==> src/rtl/asram_pkg.sv <==
package asram_pkg;

   typedef enum logic [2:0] {
      ST_IDLE,
      ST_TURN,
      ST_RD,
      ST_WR,
      ST_REC
   } asram_st_e;

   typedef struct packed {
      logic cs_n;
      logic we_n;
      logic oe_n;
      logic drv;
   } asram_pins_t;

   function automatic asram_pins_t pins_for(asram_st_e s);
      asram_pins_t p;
      p.cs_n = 1'b1;
      p.we_n = 1'b1;
      p.oe_n = 1'b1;
      p.drv  = 1'b0;
      case (s)
         ST_RD: begin
            p.cs_n = 1'b0;
            p.oe_n = 1'b0;
         end
         ST_WR: begin
            p.cs_n = 1'b0;
            p.we_n = 1'b0;
            p.drv  = 1'b1;
         end
         ST_REC: p.drv = 1'b1;
         default: ;
      endcase
      return p;
   endfunction

endpackage

==> src/rtl/asram_seq.sv <==
module asram_seq
   import asram_pkg::*;
#(
   parameter int RD_CYC   = 2,
   parameter int WR_CYC   = 2,
   parameter int WR_HOLD  = 1,
   parameter int TURN_CYC = 1
) (
   input  logic      clk,
   input  logic      rst_n,
   input  logic      req,
   input  logic      req_we,
   output asram_st_e state_q,
   output asram_st_e nxt_state,
   output logic      accept,
   output logic      cap_en,
   output logic      fin
);

   localparam int MAXA  = (RD_CYC > WR_CYC) ? RD_CYC : WR_CYC;
   localparam int MAXB  = (WR_HOLD > TURN_CYC) ? WR_HOLD : TURN_CYC;
   localparam int MAXC  = (MAXA > MAXB) ? MAXA : MAXB;
   localparam int CNT_W = (MAXC < 2) ? 1 : $clog2(MAXC);
   localparam logic [CNT_W-1:0] RD_LOAD = CNT_W'(RD_CYC - 1);
   localparam logic [CNT_W-1:0] WR_LOAD = CNT_W'(WR_CYC - 1);
   localparam logic [CNT_W-1:0] HD_LOAD = CNT_W'((WR_HOLD > 0) ? WR_HOLD - 1 : 0);
   localparam logic [CNT_W-1:0] TN_LOAD = CNT_W'((TURN_CYC > 0) ? TURN_CYC - 1 : 0);
   localparam bit HAS_HOLD = (WR_HOLD > 0);

   logic [CNT_W-1:0] cnt_q, cnt_d;
   logic             op_we_q, op_we_d;
   logic             last_we_q;
   logic             prev_q;
   logic             need_turn;

   generate
      if (TURN_CYC > 0) begin : g_turn
         assign need_turn = prev_q && (last_we_q != req_we);
      end else begin : g_noturn
         assign need_turn = 1'b0;
      end
   endgenerate

   always_comb begin
      nxt_state = state_q;
      cnt_d     = cnt_q;
      op_we_d   = op_we_q;
      accept    = 1'b0;
      cap_en    = 1'b0;
      fin       = 1'b0;
      case (state_q)
         ST_IDLE: begin
            if (req) begin
               accept  = 1'b1;
               op_we_d = req_we;
               if (need_turn) begin
                  nxt_state = ST_TURN;
                  cnt_d     = TN_LOAD;
               end else if (req_we) begin
                  nxt_state = ST_WR;
                  cnt_d     = WR_LOAD;
               end else begin
                  nxt_state = ST_RD;
                  cnt_d     = RD_LOAD;
               end
            end
         end
         ST_TURN: begin
            if (cnt_q == '0) begin
               nxt_state = op_we_q ? ST_WR : ST_RD;
               cnt_d     = op_we_q ? WR_LOAD : RD_LOAD;
            end else begin
               cnt_d = cnt_q - 1'b1;
            end
         end
         ST_RD: begin
            if (cnt_q == '0) begin
               nxt_state = ST_IDLE;
               cap_en    = 1'b1;
               fin       = 1'b1;
            end else begin
               cnt_d = cnt_q - 1'b1;
            end
         end
         ST_WR: begin
            if (cnt_q == '0) begin
               if (HAS_HOLD) begin
                  nxt_state = ST_REC;
                  cnt_d     = HD_LOAD;
               end else begin
                  nxt_state = ST_IDLE;
                  fin       = 1'b1;
               end
            end else begin
               cnt_d = cnt_q - 1'b1;
            end
         end
         ST_REC: begin
            if (cnt_q == '0) begin
               nxt_state = ST_IDLE;
               fin       = 1'b1;
            end else begin
               cnt_d = cnt_q - 1'b1;
            end
         end
         default: nxt_state = ST_IDLE;
      endcase
   end

   always_ff @(posedge clk or negedge rst_n) begin
      if (!rst_n) begin
         state_q   <= ST_IDLE;
         cnt_q     <= '0;
         op_we_q   <= 1'b0;
         last_we_q <= 1'b0;
         prev_q    <= 1'b0;
      end else begin
         state_q <= nxt_state;
         cnt_q   <= cnt_d;
         op_we_q <= op_we_d;
         if (accept) begin
            last_we_q <= req_we;
            prev_q    <= 1'b1;
         end
      end
   end

   // once busy, the sequencer stays away from idle until an access finishes
   a_r8_busy_until_fin: assert property (@(posedge clk) disable iff (!rst_n)
      (state_q != ST_IDLE && !fin) |=> (state_q != ST_IDLE));

endmodule

==> src/rtl/asram_pins.sv <==
module asram_pins
   import asram_pkg::*;
#(
   parameter int ADDR_W = 19,
   parameter int DATA_W = 8
) (
   input  logic              clk,
   input  logic              rst_n,
   input  asram_st_e         nxt_state,
   input  logic              accept,
   input  logic [ADDR_W-1:0] req_addr,
   input  logic [DATA_W-1:0] req_wdata,
   output logic [ADDR_W-1:0] mem_addr,
   output logic [DATA_W-1:0] mem_dq_out,
   output logic              mem_cs_n,
   output logic              mem_we_n,
   output logic              mem_oe_n,
   output logic              mem_dq_oe
);

   asram_pins_t pin_d;

   always_comb pin_d = pins_for(nxt_state);

   always_ff @(posedge clk or negedge rst_n) begin
      if (!rst_n) begin
         mem_cs_n  <= 1'b1;
         mem_we_n  <= 1'b1;
         mem_oe_n  <= 1'b1;
         mem_dq_oe <= 1'b0;
      end else begin
         mem_cs_n  <= pin_d.cs_n;
         mem_we_n  <= pin_d.we_n;
         mem_oe_n  <= pin_d.oe_n;
         mem_dq_oe <= pin_d.drv;
      end
   end

   always_ff @(posedge clk or negedge rst_n) begin
      if (!rst_n) begin
         mem_addr   <= '0;
         mem_dq_out <= '0;
      end else if (accept) begin
         mem_addr   <= req_addr;
         mem_dq_out <= req_wdata;
      end
   end

   // address stays put across consecutive selected cycles
   a_r5_addr_stable: assert property (@(posedge clk) disable iff (!rst_n)
      (!mem_cs_n && $past(!mem_cs_n)) |-> $stable(mem_addr));

endmodule

==> src/rtl/asram_rsp.sv <==
module asram_rsp #(
   parameter int DATA_W = 8
) (
   input  logic              clk,
   input  logic              rst_n,
   input  logic              cap_en,
   input  logic              fin,
   input  logic [DATA_W-1:0] mem_dq_in,
   output logic [DATA_W-1:0] rsp_rdata,
   output logic              rsp_done
);

   always_ff @(posedge clk or negedge rst_n) begin
      if (!rst_n) begin
         rsp_rdata <= '0;
         rsp_done  <= 1'b0;
      end else begin
         rsp_done <= fin;
         if (cap_en) rsp_rdata <= mem_dq_in;
      end
   end

   // completion is a single-cycle pulse
   a_r9_done_pulse: assert property (@(posedge clk) disable iff (!rst_n)
      rsp_done |=> !rsp_done);

endmodule

==> src/rtl/asram_ctrl.sv <==
module asram_ctrl
   import asram_pkg::*;
#(
   parameter int ADDR_W   = 19,
   parameter int DATA_W   = 8,
   parameter int RD_CYC   = 2,
   parameter int WR_CYC   = 2,
   parameter int WR_HOLD  = 1,
   parameter int TURN_CYC = 1
) (
   input  logic              clk,
   input  logic              rst_n,
   input  logic              req,
   input  logic              req_we,
   input  logic [ADDR_W-1:0] req_addr,
   input  logic [DATA_W-1:0] req_wdata,
   output logic [DATA_W-1:0] rsp_rdata,
   output logic              rsp_done,
   output logic              ready,
   output logic [ADDR_W-1:0] mem_addr,
   output logic              mem_cs_n,
   output logic              mem_we_n,
   output logic              mem_oe_n,
   output logic [DATA_W-1:0] mem_dq_out,
   input  logic [DATA_W-1:0] mem_dq_in,
   output logic              mem_dq_oe
);

   generate
      if (ADDR_W < 1 || ADDR_W > 32) begin : g_bad_addr
         $error("asram_ctrl: ADDR_W out of range");
      end
      if (DATA_W < 1) begin : g_bad_data
         $error("asram_ctrl: DATA_W must be positive");
      end
      if (RD_CYC < 1 || WR_CYC < 1) begin : g_bad_cyc
         $error("asram_ctrl: strobe lengths must be at least one clock");
      end
      if (WR_HOLD < 0 || TURN_CYC < 0) begin : g_bad_gap
         $error("asram_ctrl: hold and turnaround counts cannot be negative");
      end
   endgenerate

   asram_st_e state_q, nxt_state;
   logic      accept, cap_en, fin;

   asram_seq #(
      .RD_CYC  (RD_CYC),
      .WR_CYC  (WR_CYC),
      .WR_HOLD (WR_HOLD),
      .TURN_CYC(TURN_CYC)
   ) u_seq (
      .clk      (clk),
      .rst_n    (rst_n),
      .req      (req),
      .req_we   (req_we),
      .state_q  (state_q),
      .nxt_state(nxt_state),
      .accept   (accept),
      .cap_en   (cap_en),
      .fin      (fin)
   );

   asram_pins #(
      .ADDR_W(ADDR_W),
      .DATA_W(DATA_W)
   ) u_pins (
      .clk       (clk),
      .rst_n     (rst_n),
      .nxt_state (nxt_state),
      .accept    (accept),
      .req_addr  (req_addr),
      .req_wdata (req_wdata),
      .mem_addr  (mem_addr),
      .mem_dq_out(mem_dq_out),
      .mem_cs_n  (mem_cs_n),
      .mem_we_n  (mem_we_n),
      .mem_oe_n  (mem_oe_n),
      .mem_dq_oe (mem_dq_oe)
   );

   asram_rsp #(
      .DATA_W(DATA_W)
   ) u_rsp (
      .clk      (clk),
      .rst_n    (rst_n),
      .cap_en   (cap_en),
      .fin      (fin),
      .mem_dq_in(mem_dq_in),
      .rsp_rdata(rsp_rdata),
      .rsp_done (rsp_done)
   );

   assign ready = (state_q == ST_IDLE);

   // write strobe implies selected with output enable off
   a_r2_write_mode: assert property (@(posedge clk) disable iff (!rst_n)
      !mem_we_n |-> (!mem_cs_n && mem_oe_n));

   // deselected means every strobe inactive
   a_r2_deselect_mode: assert property (@(posedge clk) disable iff (!rst_n)
      mem_cs_n |-> (mem_we_n && mem_oe_n));

   // never drive the bus while the memory may drive it
   a_r7_no_contention: assert property (@(posedge clk) disable iff (!rst_n)
      mem_dq_oe |-> mem_oe_n);

   // busy status follows the strobes being active
   a_r8_ready_idle: assert property (@(posedge clk) disable iff (!rst_n)
      !mem_cs_n |-> !ready);

   generate
      if (TURN_CYC > 0) begin : g_turn_chk
         // read enable never directly after a driven cycle
         a_r6_gap_before_read: assert property (@(posedge clk) disable iff (!rst_n)
            !mem_oe_n |-> !$past(mem_dq_oe));
         // driver never directly after a read cycle
         a_r6_gap_before_drive: assert property (@(posedge clk) disable iff (!rst_n)
            mem_dq_oe |-> $past(mem_oe_n));
      end
      if (WR_HOLD > 0) begin : g_hold_chk
         // at the end of the write strobe, address and data are still held
         a_r4_write_hold: assert property (@(posedge clk) disable iff (!rst_n)
            $rose(mem_we_n) |-> (mem_dq_oe && $stable(mem_addr) && $stable(mem_dq_out)));
      end
   endgenerate

endmodule

==> config.mk <==
export PLATFORM = sky130hd
export DESIGN_NAME = asram_ctrl
export DESIGN_NICKNAME = d
export VERILOG_FILES = /design/src/rtl/asram_pkg.sv /design/src/rtl/asram_seq.sv /design/src/rtl/asram_pins.sv /design/src/rtl/asram_rsp.sv /design/src/rtl/asram_ctrl.sv
export SDC_FILE = /design/constraint.sdc
export NUM_CORES = 1
export LEC_CHECK = 0
export ABC_AREA = 1
export BUFFER_PORTS_ARGS = -buffer_cell sky130_fd_sc_hd__buf_2
export CAP_MARGIN = 10
export CORE_UTILIZATION = 50
export DETAILED_ROUTE_END_ITERATION = 7
export PLACE_DENSITY = 0.83
export SLEW_MARGIN = 20
export SYNTH_ARGS = -nofsm -noshare
export SYNTH_HDL_FRONTEND = slang
export SYNTH_SLANG_ARGS = --single-unit
==> constraint.sdc <==
create_clock -name clk -period 2.6 [get_ports clk]
set_input_delay 0 -clock clk [delete_from_list [all_inputs] [get_ports clk]]
set_output_delay 0 -clock clk [all_outputs]
set_load 0.05 [all_outputs]
==> flow_summary.toml <==
[worst_setup_path]
crit_path_end_kind = "flip-flop"
critPathRequiredTime_ns = 2.79
timing.reg2reg.setup_slack_ns = 0.98
reg2regPathDepth = 6
critPathKind = "flip-flop to flip-flop"
worst_r2r_endpoint = "u_pins.mem_addr[16]$_DFFE_PN0P_"
worst_path_fanout_max = 33
r2r_start = "u_seq.state_q[1]$_DFF_PN0_"
cp_data_arrival_time_ns = 1.81
startpoint_type = "flip-flop"

[logic_synthesis]
seq_area_frac_synth = 0.617
synth.cell_area_um2 = 1870
yosysUniqueCellTypes = 19
yosys_register_bits = 46
synth_area_leader_cell = "dfrtp_1"
yosysWarnings = 0
netlist_instances = 206
syn_area_per_cell_um2 = 9.08
net_count_after_synthesis = 245
synth_top_cell_area_share = 0.575
synth.area.top_cells = "dfrtp_1 (58%), nand2_1 (20%), dfstp_2 (4.2%)"

[timing]
finalSetupViolCount = 0
setup_repair_after_global_routing_missed_its_margin = "false"
slew_viol_final = 0
max_slew_margin = 0.627
skew_ns = 0.00644
period_share = 0.624
whs_ns = 0.0574
max_slew.worst_pin.slew_ns = 0.559
timing.setup.tns_ns = 0
fmax_mhz = 616
fin_crit_ns = 1.62
final-hold-violation-count = 0

[global_routing]
first_global_vias = 1748
met2_track_demand_over_resource_in_global_routing = 0.452
grtUsageMet1 = 0.320
antenna_found_initial = 0
globalRoute.busiestLayer = "met2"
grt_start_max_net_pins = 47
first_pass_grt_wire_length_um = 8130
global_route.overflow_total = 0
groute.layer.met3.usage = 0.0634
grt.total_usage = 0.271

[floorplanning]
ioPinCount = 80
core_um2 = 3470
rows = 21
floorplan.die.width_um = 63.2
die-height_um = 63.2
initial_util = 0.539
dieArea_um2 = 3990

[routing]
detail-route-antenna-nets = 0
detail_route.vias_per_cell = 4.77
drt_pre_antenna_iters = 4
wirelength_um = 4790
routedWlPerCell_um = 13.0
initialDrtViolationCount = 158
drcViolationCount = 0
via_count = 1766

[worst_hold_path]
hold_path_class = "input port to flip-flop"
timing.hold.worst_path_depth = 4
hold_path_end = "u_seq.cnt_q$_DFFE_PN0P_"
min_from = "req"

[clocking]
clk_pin_slew_worst_paths_ns = 0.08
numCtsBuffers = 5
count_of_buffers_added_by_post_cts_timing_repair_for_setup = 0
clock_latency_ns = 0.30
clk_root_buffer_cell = "clkbuf_8"
cts_resized = 0
clock_sinks = 46
tritoncts = "built"
cts-root-to-sink-buffers = 2
htreeDepth = 2

[layout]
final_common_cell = "nand2_1"
area_delta_synth_final_pct = 45.8
antenna_cells_inserted = 0
finalNetCount = 362
final_layout_size_suffix_gt1_frac = 0.309
most-common-layout-cells = "nand2_1 (101), buf_2 (78), dfrtp_1 (43)"

[placement]
post-dp-hpwl_um = 2680
buffer_ports.inserted = 79
routabilityCongestion = 0.895

[job]
drv_cap = 0

[pwr]
power_per_cell_area_nw_per_um2 = 1420
finalPower_mw = 3.86
total_leakage_power_nw = 1.54
worst_ir_drop_vdd_mv = 0.579

[run_status]
outcome = "complete, no violations"
-- stage by stage --
step	instances	utilization	worst slack, ns	area (µm²)
4_1_cts	370	0.786	1.02	2730
3_3_place_gp	325	0.653	1.09	2260
6_report	370	0.786	0.977	2730
5_1_grt	370	0.786	0.878	2730
2_1_floorplan	206	-	0.848	1870
3_5_place_dp	325	0.653	1.05	2260
-- Yosys cell counts --
cell	number
nand2_1	101
nand2_2	2
buf_6	4
dfstp_2	3
nor2_1	4
buf_4	2
a21oi_1	1
nor2_2	2
inv_2	2
nor2_8	1
dfrtp_1	43
or2_1	1
nand4_1	1
nand3_2	3
inv_4	1
o21ai_0	4
o21ai_1	8
nand3_1	7
inv_1	16
-- worst max-delay path, stage by stage, from the launching register on --
cell and delay (ns):
dfrtp_1 0.44, nor2_2 0.17, nand2_2 0.11, nor2_8 0.37, inv_4 0.21, nand2_1 0.13
nand2_1 0.07
-- repair_timing --
item                                   in CTS  in global routing
setup endpoints to repair                   0                  0
hold buffers                               37                  0
endpoints found under the hold margin      79                  0
-- worst max-delay path by stage --
| stage | slack, ns | to | from |
|---|---|---|---|
| floorplan | 0.85 | u_pins.mem_dq_oe$_DFF_PN0_ | u_seq.state_q[0]$_DFF_PN0_ |
| global placement | 1.09 | u_pins.mem_addr[5]$_DFFE_PN0P_ | u_seq.state_q[1]$_DFF_PN0_ |
| detailed placement | 1.05 | u_pins.mem_dq_out[6]$_DFFE_PN0P_ | u_seq.state_q[1]$_DFF_PN0_ |
| CTS | 1.02 | u_pins.mem_dq_out[6]$_DFFE_PN0P_ | u_seq.state_q[1]$_DFF_PN0_ |
| global route | 0.88 | u_pins.mem_addr[16]$_DFFE_PN0P_ | u_seq.state_q[1]$_DFF_PN0_ |
| finish | 0.98 | u_pins.mem_addr[16]$_DFFE_PN0P_ | u_seq.state_q[1]$_DFF_PN0_ |
-- metal layers --
| layer | wire [µm] | part of all wire | up-vias |
|---|---|---|---|
| li1 | - | - | 857 |
| met1 | 1910 | 0.40 | 827 |
| met2 | 2500 | 0.52 | 64 |
| met3 | 207 | 0.043 | 18 |
| met4 | 184 | 0.038 | 0 |
| met5 | 0 | 0 | - |
-- cells by family after synthesis --
family / share of synthesized area
simple gates: 0.276
flops: 0.617
buf+inv: 0.0716
compound gates: 0.0348
-- registers in the layout, indices dropped and copies added (netlist names) --
signal,flops
u_pins.mem_addr,19
u_pins.mem_dq_out,8
u_rsp.rsp_rdata,8
u_seq.state_q,3
u_pins.mem_cs_n,1
u_pins.mem_dq_oe,1
u_pins.mem_oe_n,1
u_pins.mem_we_n,1
u_rsp.rsp_done,1
u_seq.cnt_q,1
u_seq.last_we_q,1
u_seq.prev_q,1
-- area by class of cell --
type | instances | area, µm²
Sequential cell | 46 | 1150
Timing Repair Buffer | 116 | 768
Inverter | 19 | 73.8
Fill cell | 214 | 741
Multi-Input combinational cell | 135 | 582
Clock inverter | 1 | 5.00
Tap cell | 46 | 57.6
Clock buffer | 7 | 86.3
-- power by group --
part | switching (mW) | internal (mW) | leakage, nW | total, mW
Clock | 0.227 | 0.214 | 0.0482 | 0.442
Combinational | 1.68 | 0.482 | 0.930 | 2.17
Sequential | 0.194 | 1.06 | 0.563 | 1.25
Total | 2.11 | 1.75 | 1.54 | 3.86
(Power assumes the default switching activity.)
